### config.mk
export PLATFORM = sky130hd
export DESIGN_NAME = bus_hang_watchdog
export DESIGN_NICKNAME = d
export VERILOG_FILES = /design/src/rtl/bhw_pkg.sv /design/src/rtl/bhw_prescaler.sv /design/src/rtl/bhw_counter.sv /design/src/rtl/bhw_flag.sv /design/src/rtl/bus_hang_watchdog.sv
export SDC_FILE = /design/constraint.sdc
export NUM_CORES = 1
export LEC_CHECK = 0
export BUFFER_PORTS_ARGS = -buffer_cell sky130_fd_sc_hd__buf_2
export CAP_MARGIN = 20
export CELL_PAD_IN_SITES_DETAIL_PLACEMENT = 1
export CELL_PAD_IN_SITES_GLOBAL_PLACEMENT = 1
export CORE_UTILIZATION = 45
export CTS_BUF_LIST = sky130_fd_sc_hd__clkbuf_16
export DETAILED_ROUTE_END_ITERATION = 8
export PLACE_DENSITY = 0.83
export SLEW_MARGIN = 20
export SYNTH_ARGS = -nofsm -noshare
export SYNTH_HDL_FRONTEND = slang
export SYNTH_SLANG_ARGS = --single-unit
### constraint.sdc
create_clock -name clk -period 2.33 [get_ports clk]
set_input_delay 0.3495 -clock clk [delete_from_list [all_inputs] [get_ports clk]]
set_output_delay 0.3495 -clock clk [all_outputs]
set_load 0.005 [all_outputs]
### src/rtl/bhw_pkg.sv
package bhw_pkg;
  typedef enum logic {
    TICK_EVERY = 1'b0,
    TICK_DIV4  = 1'b1
  } tick_sel_e;

  localparam int unsigned DEF_CNT_W = 14;
  localparam int unsigned DEF_DIV_W = 2;
endpackage

### src/rtl/bhw_prescaler.sv
module bhw_prescaler #(
  parameter int unsigned DIV_W = 2
) (
  input  logic clk,
  input  logic rst_n,
  input  logic run,
  input  logic slow,
  output logic tick
);
  logic [DIV_W-1:0] phase_q;

  // phase restarts whenever counting is held, giving a known tick position
  always_ff @(posedge clk) begin
    if (!rst_n)    phase_q <= '0;
    else if (!run) phase_q <= '0;
    else           phase_q <= phase_q + 1'b1;
  end

  assign tick = run & (slow ? (&phase_q) : 1'b1);
endmodule

### src/rtl/bhw_counter.sv
module bhw_counter #(
  parameter int unsigned CNT_W = 14
) (
  input  logic             clk,
  input  logic             rst_n,
  input  logic             run,
  input  logic             tick,
  output logic             ovf,
  output logic [CNT_W-1:0] cnt
);
  logic [CNT_W-1:0] cnt_q;

  always_ff @(posedge clk) begin
    if (!rst_n)    cnt_q <= '0;
    else if (!run) cnt_q <= '0;
    else if (tick) cnt_q <= cnt_q + 1'b1;
  end

  assign ovf = run & tick & (&cnt_q);
  assign cnt = cnt_q;
endmodule

### src/rtl/bhw_flag.sv
module bhw_flag (
  input  logic clk,
  input  logic rst_n,
  input  logic set,
  input  logic clr,
  output logic flag
);
  logic flag_q;

  // a set in the same cycle as a clear wins, so no timeout is lost
  always_ff @(posedge clk) begin
    if (!rst_n)   flag_q <= 1'b0;
    else if (set) flag_q <= 1'b1;
    else if (clr) flag_q <= 1'b0;
  end

  assign flag = flag_q;
endmodule

### src/rtl/bus_hang_watchdog.sv
module bus_hang_watchdog
  import bhw_pkg::*;
#(
  parameter int unsigned CNT_W = DEF_CNT_W,
  parameter int unsigned DIV_W = DEF_DIV_W
) (
  input  logic clk,
  input  logic rst_n,
  input  logic cnt_en,
  input  logic tick_sel,
  input  logic ctrl_en,
  input  logic sif,
  input  logic to_clr_wr,
  output logic timeout_flag,
  output logic irq
);
  logic             run;
  logic             tick;
  logic             ovf;
  logic [CNT_W-1:0] cnt_q;
  logic             flag;

  assign run = ctrl_en & cnt_en & ~sif & ~flag;

  bhw_prescaler #(.DIV_W(DIV_W)) u_presc (
    .clk  (clk),
    .rst_n(rst_n),
    .run  (run),
    .slow (tick_sel == TICK_DIV4),
    .tick (tick)
  );

  bhw_counter #(.CNT_W(CNT_W)) u_cnt (
    .clk  (clk),
    .rst_n(rst_n),
    .run  (run),
    .tick (tick),
    .ovf  (ovf),
    .cnt  (cnt_q)
  );

  bhw_flag u_flag (
    .clk  (clk),
    .rst_n(rst_n),
    .set  (ovf),
    .clr  (to_clr_wr),
    .flag (flag)
  );

  assign timeout_flag = flag;
  assign irq          = sif | flag;
endmodule

==> reports/qor.yml, run 1 <==
synthesis:
  yosysUniqueCellTypes: 29
  syn_nets: 96
  mappedNetlistArea_um2: 809.5
  synth_top_area_share_pct: 42.04
  synth_edf_count: 0
  yosysMostFrequentCell: "dfxtp_1"
  synth.area.top_cells: "dfxtp_1 42%, xor2_1 5.4%, nand4_4 5.3%"
  synth_ff_type: "dfxtp_1"
  yosys.area.top_type: "dfxtp_1"
  async_reset_ff_share_pct: 0
  synth_area_per_cell_um2: 9.305
  netlist_instances: 87
  ys_warn_count: 0
  yosys-top-cells-count: "17 x dfxtp_1, 10 x nor2_1"
  ys_seq_area_share_pct: 42.04
  synth-seq-cells: 17
route:
  drt_iter0_markers: 16
  drc: 0
  wire_per_inst_um: 15.56
  vias: 685
  ant_nets: 0
  vias_per_cell: 5.661
  dr.pass1.iters: 4
  postRouteWirelength_um: 1883
place:
  gp_congestion: 0.7799
  dpl.hpwl_um: 1212
  portBuffers: 8
  postPlaceCellArea_um2: 858.3
floorplanning:
  die_h_um: 44.42
  die_area_mm2: 0.001973
  die_x_um: 44.42
  initial_utilization_pct: 50.78
  rows: 14
  boundaryPins: 9
  core_area_mm2: 0.001594
grt:
  grt_busiest_layer: "met2"
  grtUsageMet2_pct: 37.65
  grt_max_degree: 15
  globalRouteTotalUtil_pct: 22.44
  overflow: 0
  met3_usage_pct: 3.673
  use_met1_pct: 27.02
  antenna_found_initial: 0
  first_global_vias: 670
  grt_pass1_wl_um: 3111
power:
  power.density_mw_per_mm2: 697.5
  p_leak_nw: 0.3531
  vdd_drop_max_uv: 412.1
clocking:
  cts_made_buffers: 3
  cts_max_level: 1
  hold_buffers: 0
  cts_resized: 0
  clkTransAtPathRegs_ns: 0.05
  cts_setup_buffers: 0
  cts_root_buffer: "clkbuf_16"
  clk_latency_ns: 0.25
  clock-sinks: 17
  cts_buffer_depth: 2
  cts_tree: "yes"
critical_path:
  r2r_setup_slack_ns: 0.58
  path_class: "reg -> reg"
  crit_chain: "ha_1, nand2b_1, nand4_4, or3_1, a21oi_1"
  crit_path_start_kind: "flip-flop"
  cp_slowest_cell: "nand2b_1"
  cp.arrival_ns: 1.93
  reg2regPathDepth: 5
  crit_path_end_kind: "flip-flop"
  path_max_fanout: 10
  reg2reg_from: "u_presc.phase_q[0]$_SDFF_PN0_"
  cpPeakStageDelay_ns: 0.45
  reg2reg_to: "u_cnt.cnt[12]$_SDFFE_PN0P_"
  cp.required_ns: 2.51
worst_hold_path:
  hold_depth: 3
  worstHoldStart: "to_clr_wr"
  whs_endpoint: "u_flag.flag$_SDFFE_PN0P_"
  hold_class: "in -> reg"
sta:
  slew_headroom_pct: 62.79
  post-route-period-util_pct: 75.21
  tns_ns: 0
  clock.fmax_mhz: 570.6
  setup_viol: 0
  fin_crit_ns: 1.752
  slew_violations: 0
  tightest_slew_ns: 0.5582
  rsz0062_at_grt: "no"
  finClkSkew_ns: 0.001229
  hold_violations: 0
finish:
  syn_to_final_growth_pct: 15.77
  diodes: 0
  finish.net_count: 107
  final_layout_size_suffix_gt1_share_pct: 17.53
  final_area_um2: 937.1
outcome:
  run_status: "finished clean"
flow_run:
  cap_violations: 0
cell type report:
type	count	area (um2)
Clock inverter	1	3.754
Tap cell	24	30.03
Fill cell	196	656.9
Clock buffer	3	75.07
Multi-Input combinational cell	65	432.9
Sequential cell	17	340.3
Timing Repair Buffer	9	47.55
Inverter	2	7.507
power by group:
part | switching (mW) | total, mW | internal [mW]
Sequential | 0.00104 | 0.293 | 0.292
Clock | 0.111 | 0.339 | 0.228
Combinational | 0.0130 | 0.0215 | 0.00851
Total | 0.125 | 0.654 | 0.529
cell families (layout without fill, tap and decap cells):
group	after synthesis	after routing	share of synthesized area, %
AOI/OAI and AO/OA	13	13	9.118
xor gates and xnor gates	7	7	7.574
adders and majority gates	2	2	3.091
buffers and inverters	5	15	4.482
DFF	17	17	42.04
and+or+nand+nor	43	43	33.70
flip-flops by register name, summed over array words and instances, names as in the netlist:
register	cells
u_presc.phase_q	2
u_flag.flag	1
u_cnt.cnt	14
critical path, delay by kind of cell, from the launching register on:
| family | cells | cell delay, ns |
|---|---|---|
| and+or+nand+nor | 3 | 1.08 |
| DFF | 1 | 0.33 |
| AOI/OAI and AO/OA | 1 | 0.14 |
| adders and majority gates | 1 | 0.13 |
worst max-delay path by stage:
| stage | from | slack, ns | endpoint |
|---|---|---|---|
| finish | u_presc.phase_q[0]$_SDFF_PN0_ | 0.58 | u_cnt.cnt[12]$_SDFFE_PN0P_ |
| global route | u_presc.phase_q[0]$_SDFF_PN0_ | 0.46 | u_cnt.cnt[12]$_SDFFE_PN0P_ |
| CTS | u_presc.phase_q[0]$_SDFF_PN0_ | 0.57 | u_cnt.cnt[10]$_SDFFE_PN0P_ |
| detailed placement | sif | 0.50 | u_cnt.cnt[12]$_SDFFE_PN0P_ |
| global placement | sif | 0.57 | u_cnt.cnt[10]$_SDFFE_PN0P_ |
| floorplan | u_cnt.cnt[0]$_SDFFE_PN0P_ | 0.88 | u_cnt.cnt[12]$_SDFFE_PN0P_ |
cells in the final DEF, fill, tap and decap left out:
| master | Yosys | final |
|---|---|---|
| and2_2 | 1 | 1 |
| ha_1 | 2 | 2 |
| nand3b_1 | 1 | 1 |
| o31ai_1 | 2 | 2 |
| and4_1 | 3 | 3 |
| xnor2_1 | 2 | 2 |
| inv_1 | 2 | 3 |
| nand4_4 | 2 | 2 |
| nand2b_1 | 1 | 1 |
| nand4_1 | 3 | 3 |
| a21oi_1 | 5 | 5 |
| clkbuf_16 | 0 | 3 |
| nor3_1 | 1 | 1 |
| nand2_1 | 5 | 5 |
| or2_0 | 1 | 1 |
| o21ai_0 | 5 | 5 |
| buf_2 | 0 | 8 |
| and3_2 | 1 | 1 |
| or2_2 | 1 | 1 |
| nor2_1 | 10 | 10 |
| xor2_1 | 5 | 5 |
| and4bb_1 | 1 | 1 |
| dfxtp_1 | 17 | 17 |
| and2_1 | 1 | 1 |
| buf_4 | 0 | 1 |
| o2111ai_1 | 1 | 1 |
| or3_1 | 5 | 5 |
| and3_1 | 2 | 2 |
| nand3_1 | 4 | 4 |
per-stage QoR:
| stage | total power [mW] | util, % | hold slack (ns) | cells | setup slack [ns] |
|---|---|---|---|---|---|
| 3_5_place_dp | 0.3205 | 53.85 | 0.4185 | 117 | 0.5029 |
| 5_1_grt | 0.6756 | 58.79 | 0.3860 | 121 | 0.4620 |
| 6_report | 0.6537 | 58.79 | 0.3682 | 121 | 0.5776 |
| 2_1_floorplan | 0.3140 | - | 0.3992 | 87 | 0.8847 |
| 4_1_cts | 0.6613 | 58.79 | 0.3719 | 121 | 0.5719 |
| 3_3_place_gp | 0.3191 | 53.85 | 0.4097 | 117 | 0.5718 |
per-layer routing:
| layer | up-vias | part of all wire, % |
|---|---|---|
| li1 | 332 | - |
| met1 | 332 | 46 |
| met4 | 0 | 2.1 |
| met5 | - | 0 |
| met3 | 5 | 3.5 |
| met2 | 16 | 48 |
No activity file was read; power rests on OpenSTA's default activity.
==> run 2: changes to the inputs <==
--- a/config.mk
+++ b/config.mk
@@ -9,10 +9,10 @@
 export CAP_MARGIN = 20
 export CELL_PAD_IN_SITES_DETAIL_PLACEMENT = 1
 export CELL_PAD_IN_SITES_GLOBAL_PLACEMENT = 1
-export CORE_UTILIZATION = 45
+export CORE_UTILIZATION = 38
 export CTS_BUF_LIST = sky130_fd_sc_hd__clkbuf_16
 export DETAILED_ROUTE_END_ITERATION = 8
-export PLACE_DENSITY = 0.83
+export PLACE_DENSITY = 0.76
 export SLEW_MARGIN = 20
 export SYNTH_ARGS = -nofsm -noshare
 export SYNTH_HDL_FRONTEND = slang
==> constraint.sdc (replaced) <==
create_clock -name clk -period 1.5 [get_ports clk]
set_input_delay 0.225 -clock clk [delete_from_list [all_inputs] [get_ports clk]]
set_output_delay 0.225 -clock clk [all_outputs]
set_load 0.005 [all_outputs]
==> run 2 against run 1 <==
Via count is 2.0% higher. Worst setup slack got worse by 0.53 ns. Sequential power grew 55%. Critical endpoint is now u_cnt.cnt[9]$_SDFFE_PN0P_.
==> reports/qor.yml, run 2 (synthesis results as in run 1) <==
clocking:
  cts_tree: "yes"
  clock-sinks: 17
  hold_buffers: 0
  clkTransAtPathRegs_ns: 0.05
  cts_buffer_depth: 2
  cts_max_level: 1
  cts_made_buffers: 3
  clk_latency_ns: 0.25
  cts_root_buffer: "clkbuf_16"
route:
  drc: 0
  postRouteWirelength_um: 1883
  dr.pass1.iters: 3
  vias: 699
  vias_per_cell: 5.256
  drt_iter0_markers: 2
  wire_per_inst_um: 14.16
  ant_nets: 0
critical_path:
  r2r_setup_slack_ns: 0.04
  cp.required_ns: 1.68
  reg2regPathDepth: 4
  reg2reg_to: "u_cnt.cnt[9]$_SDFFE_PN0P_"
  reg2reg_from: "u_flag.flag$_SDFFE_PN0P_"
  path_max_fanout: 7
  path_class: "reg -> reg"
  endpoint: "u_cnt.cnt[9]$_SDFFE_PN0P_"
  crit_path_end_kind: "flip-flop"
  cp.arrival_ns: 1.64
  startpoint: "u_flag.flag$_SDFFE_PN0P_"
  crit_path_start_kind: "flip-flop"
sta:
  tightest_slew_ns: 0.2798
  tns_ns: 0
  fin_crit_ns: 1.457
  slew_violations: 0
  slew_headroom_pct: 81.15
  rsz0062_at_grt: "yes"
  finClkSkew_ns: 0.001003
  post-route-period-util_pct: 97.10
  clock.fmax_mhz: 686.6
  hold_violations: 0
  worst_slack_ns: 0.04348
  setup_viol: 0
floorplanning:
  boundaryPins: 9
  die_area_mm2: 0.002319
  core_area_mm2: 0.001982
  initial_utilization_pct: 40.85
  rows: 16
  die_x_um: 48.16
  die_h_um: 48.16
finish:
  layout_common_cells: "15 x dfxtp_1, 10 x nor2_1, 10 x buf_4"
  largest_reg_flops: 14
  finish.net_count: 116
  syn_to_final_growth_pct: 28.44
  final_util_pct: 52.46
  final_layout_size_suffix_gt1_share_pct: 33.96
  diodes: 0
  final_common_cell: "dfxtp_1"
outcome:
  run_status: "finished clean"
worst_hold_path:
  hold_class: "in -> reg"
  hold_depth: 3
grt:
  grtUsageMet2_pct: 29.60
  first_global_vias: 612
  overflow: 0
  antenna_found_initial: 0
  grt_busiest_layer: "met2"
  grt_max_degree: 10
  use_met1_pct: 20.09
  globalRouteTotalUtil_pct: 17.13
  grt_pass1_wl_um: 2656
  met3_usage_pct: 4.444
power:
  power.density_mw_per_mm2: 981.6
  p_leak_nw: 0.3970
  vdd_drop_max_uv: 801.6
place:
  dp_slack_ns: -0.09300
  gp_congestion: 0.7183
  portBuffers: 8
  dpl.hpwl_um: 1268
flow_run:
  cap_violations: 0
==> run 2: cell count changes in the layout (fill, tap and decap cells not counted), sizes merged <==
cell	change
buf	+9
==> run 2: what timing repair did <==
item | CTS | global route
resized for setup | 5 | 6
setup buffers | 1 | 3
pin swaps | 2 | 4
setup endpoints to repair | 5 | 5
==> run 2: power by group <==
part	internal (mW)	leakage [nW]	total [mW]	switching (mW)
combinational	0.0195	0.217	0.0416	0.0221
sequential	0.454	0.138	0.455	0.00101
clock	0.354	0.0423	0.524	0.170
total	0.827	0.397	1.02	0.193
==> run 2: worst min-delay path by stage <==
stage	startpoint	end	slack [ns]
final	to_clr_wr	u_flag.flag$_SDFFE_PN0P_	0.24
after global routing	to_clr_wr	u_flag.flag$_SDFFE_PN0P_	0.25
after CTS	to_clr_wr	u_flag.flag$_SDFFE_PN0P_	0.25
after detailed placement	u_presc.phase_q[0]$_SDFF_PN0_	u_presc.phase_q[0]$_SDFF_PN0_	0.41
after global placement	u_presc.phase_q[0]$_SDFF_PN0_	u_presc.phase_q[0]$_SDFF_PN0_	0.41
after floorplan	rst_n	u_flag.flag$_SDFFE_PN0P_	0.37
==> run 2: layer usage <==
metal,vias up,wire length (um)
met4,0,7
met3,2,60
met1,337,817
li1,349,-
met5,-,0
met2,11,998
==> run 2: cell type report <==
| type | instances | area, um2 |
|---|---|---|
| clock buffer | 3 | 75.07 |
| clock inverter | 1 | 3.754 |
| fill | 228 | 942.2 |
| inverter | 2 | 7.507 |
| multi-input combinational | 65 | 461.7 |
| sequential | 17 | 342.8 |
| tap | 27 | 33.78 |
| timing repair buffer | 18 | 115.1 |
==> run 2: critical path: stages (launching register included) <==
cell and delay (ns):
dfxtp_2 0.33, and4bb_4 0.41, nand4_4 0.15, or3_4 0.36
a21oi_2 0.14
==> run 2: per-stage QoR <==
stage / hold slack, ns / power (mW) / cells / instance area, um2
floorplan: 0.3664 / 0.4877 / 87 / 809.5
finish: 0.2413 / 1.021 / 133 / 1040
global placement: 0.4104 / 0.5020 / 125 / 899.6
CTS: 0.2542 / 1.033 / 130 / 997.2
detailed placement: 0.4143 / 0.5040 / 125 / 899.6
global route: 0.2480 / 1.061 / 133 / 1040
==> run 3: changes to the inputs <==
--- a/config.mk
+++ b/config.mk
@@ -12,8 +12,9 @@
 export CORE_UTILIZATION = 38
 export CTS_BUF_LIST = sky130_fd_sc_hd__clkbuf_16
 export DETAILED_ROUTE_END_ITERATION = 8
-export PLACE_DENSITY = 0.76
+export PLACE_DENSITY = 0.75
 export SLEW_MARGIN = 20
 export SYNTH_ARGS = -nofsm -noshare
 export SYNTH_HDL_FRONTEND = slang
+export SYNTH_HIERARCHICAL = 1
 export SYNTH_SLANG_ARGS = --single-unit
==> run 3 against run 2 <==
The run now ends with negative setup slack left. Non-clock buffer count up 8. Area after synthesis up 2.0%. Final cell count is 8.3% higher. Fmax shrank 17%. Sequential power is essentially flat. Sequential share of layout area is 5.1 points lower. Worst setup slack got worse by 0.30 ns. Die area is 1.9% higher. Global-route usage increased by 5.6 points. Clock power hardly changed. Combinational power shrank 12%. Critical path type unchanged. Critical endpoint is now u_cnt/cnt[7]$_SDFFE_PN0P_. Largest cell class unchanged. Highest routed layer unchanged.
==> reports/qor.yml, run 3 <==
critical_path:
  r2r_setup_slack_ns: -0.26
  crit_path_end_kind: "flip-flop"
  crit_path_start_kind: "flip-flop"
  path_max_fanout: 4
  path_class: "reg -> reg"
  cp.arrival_ns: 1.94
  cp.required_ns: 1.68
clocking:
  cts_buffer_depth: 2
  cts_made_buffers: 3
  clkTransAtPathRegs_ns: 0.05
  clock-sinks: 17
  cts_tree: "yes"
  hold_buffers: 0
  cts_root_buffer: "clkbuf_16"
  cts_max_level: 1
  clk_latency_ns: 0.25
grt:
  overflow: 0
  first_global_vias: 886
  antenna_found_initial: 0
  globalRouteTotalUtil_pct: 22.74
  grt_max_degree: 13
  grt_pass1_wl_um: 4057
outcome:
  violations: "negative setup slack"
  run_status: "complete, but fails checks"
power:
  power.density_mw_per_mm2: 830.2
  vdd_drop_max_uv: 522.0
  p_leak_nw: 0.4665
  finalPower_mw: 1.017
synthesis:
  yosys-top-cells-count: "17 x dfxtp_1, 8 x nand2_1, 7 x a21oi_1, 6 x nor2_1"
  syn_nets: 98
  async_reset_ff_share_pct: 0
  netlist_instances: 89
  synth_ff_type: "dfxtp_1"
  synth_edf_count: 0
  ys_seq_area_share_pct: 41.21
  yosysMostFrequentCell: "dfxtp_1"
  mappedNetlistArea_um2: 825.8
  synth.area.top_cells: "dfxtp_1 41%, a21oi_1 4.2%, nand4_1 3.8%"
  synth_top_area_share_pct: 41.21
  synth-seq-cells: 17
  ys_warn_count: 6
  synth_area_per_cell_um2: 9.279
  yosysUniqueCellTypes: 32
  yosys.area.top_type: "dfxtp_1"
place:
  dp_slack_ns: -0.2972
  place_inst: 136
  gp_congestion: 0.7925
  postPlaceCellArea_mm2: 0.001054
  dpl.hpwl_um: 1655
  portBuffers: 8
finish:
  fin_cells: 144
  final_layout_size_suffix_gt1_share_pct: 42.74
  final_util_pct: 61.19
  layout_common_cells: "16 x buf_4, 16 x dfxtp_1, 8 x buf_2, 8 x nand2_1, 6 x nor2_1"
  largest_reg_flops: 14
  finish.net_count: 127
  final_area_mm2: 0.001225
  fillerInstances: 228
  diodes: 0
  syn_to_final_growth_pct: 48.33
sta:
  slew_violations: 0
  tightest_slew_ns: 0.3344
  setup_viol: 13
  clock.fmax_mhz: 568.6
  slew_headroom_pct: 77.65
  post-route-period-util_pct: 117.2
  holdWs_ns: 0.2654
  tns_ns: -2.073
  worst_slack_ns: -0.2586
  rsz0062_at_grt: "yes"
  hold_violations: 0
  finClkSkew_ns: 0.003380
  fin_crit_ns: 1.759
floorplanning:
  core_area_mm2: 0.002002
  boundaryPins: 9
  die_x_um: 48.62
  initial_utilization_pct: 41.25
  rows: 16
  die_h_um: 48.62
  die_area_mm2: 0.002363
flow_run:
  cap_violations: 0
route:
  vias: 820
  postRouteWirelength_um: 2724
  dr.pass1.iters: 4
  drt_iter0_markers: 10
  drc: 0
  vias_per_cell: 5.694
  ant_nets: 0
  wire_per_inst_um: 18.92
worst_hold_path:
  hold_class: "in -> reg"
-- run 3: cell type report --
cell class              count  area [um2]  area share (%)
multi-input cells          69       575.6           46.99
flip-flops and latches     17       341.6           27.89
repair buffers             26       191.4           15.63
clock buffers               3       75.07           6.129
well taps                  27       33.78           2.758
clock inverters             1       3.754          0.3064
inverters                   1       3.754          0.3064
-- run 3: what timing repair did --
action                                  in CTS  in global routing
endpoints found under the setup margin      12                 13
pin swaps                                    1                  1
gates resized for setup                      6                  6
setup buffers                                2                  3
-- run 3: power by group --
group,switching [mW],internal [mW]
Clock,0.173,0.354
Combinational,0.0187,0.0178
Sequential,0.000615,0.453
-- run 3: cells by family (layout without fill, tap and decap cells) --
| group | count (synthesis) | in the layout | synth area share, % |
|---|---|---|---|
| compound gates | 16 | 16 | 12.12 |
| xor+xnor | 4 | 4 | 4.243 |
| fa+ha+maj | 2 | 2 | 3.030 |
| buf+inv | 3 | 31 | 1.818 |
| flops | 17 | 17 | 41.21 |
| mux | 3 | 3 | 3.637 |
| simple gates | 44 | 44 | 33.94 |
-- run 3: worst paths after layout --
kind                            cells past startpoint                     startpoint                       endpoint
worst max-delay path                                6       u_flag/flag$_SDFFE_PN0P_      u_cnt/cnt[7]$_SDFFE_PN0P_
worst min-delay path                                2                          rst_n       u_flag/flag$_SDFFE_PN0P_
worst max register to register                      6       u_flag/flag$_SDFFE_PN0P_      u_cnt/cnt[7]$_SDFFE_PN0P_
worst min register to register                      1  u_presc/phase_q[0]$_SDFF_PN0_  u_presc/phase_q[0]$_SDFF_PN0_
-- run 3: layer usage --
layer	up-vias	wire (um)	GRT usage, %
met5	-	0	0
met4	0	45	9.804
met3	6	34	2.201
met1	413	1123	24.18
met2	10	1521	44.44
li1	391	-	-
-- run 3: critical path, stage by stage, from the launching register on --
cell and delay (ns):
dfxtp_2 0.32, and4bb_2 0.31, a21boi_4 0.23, buf_6 0.14
nand3_4 0.10, or4_4 0.45, a21oi_2 0.13
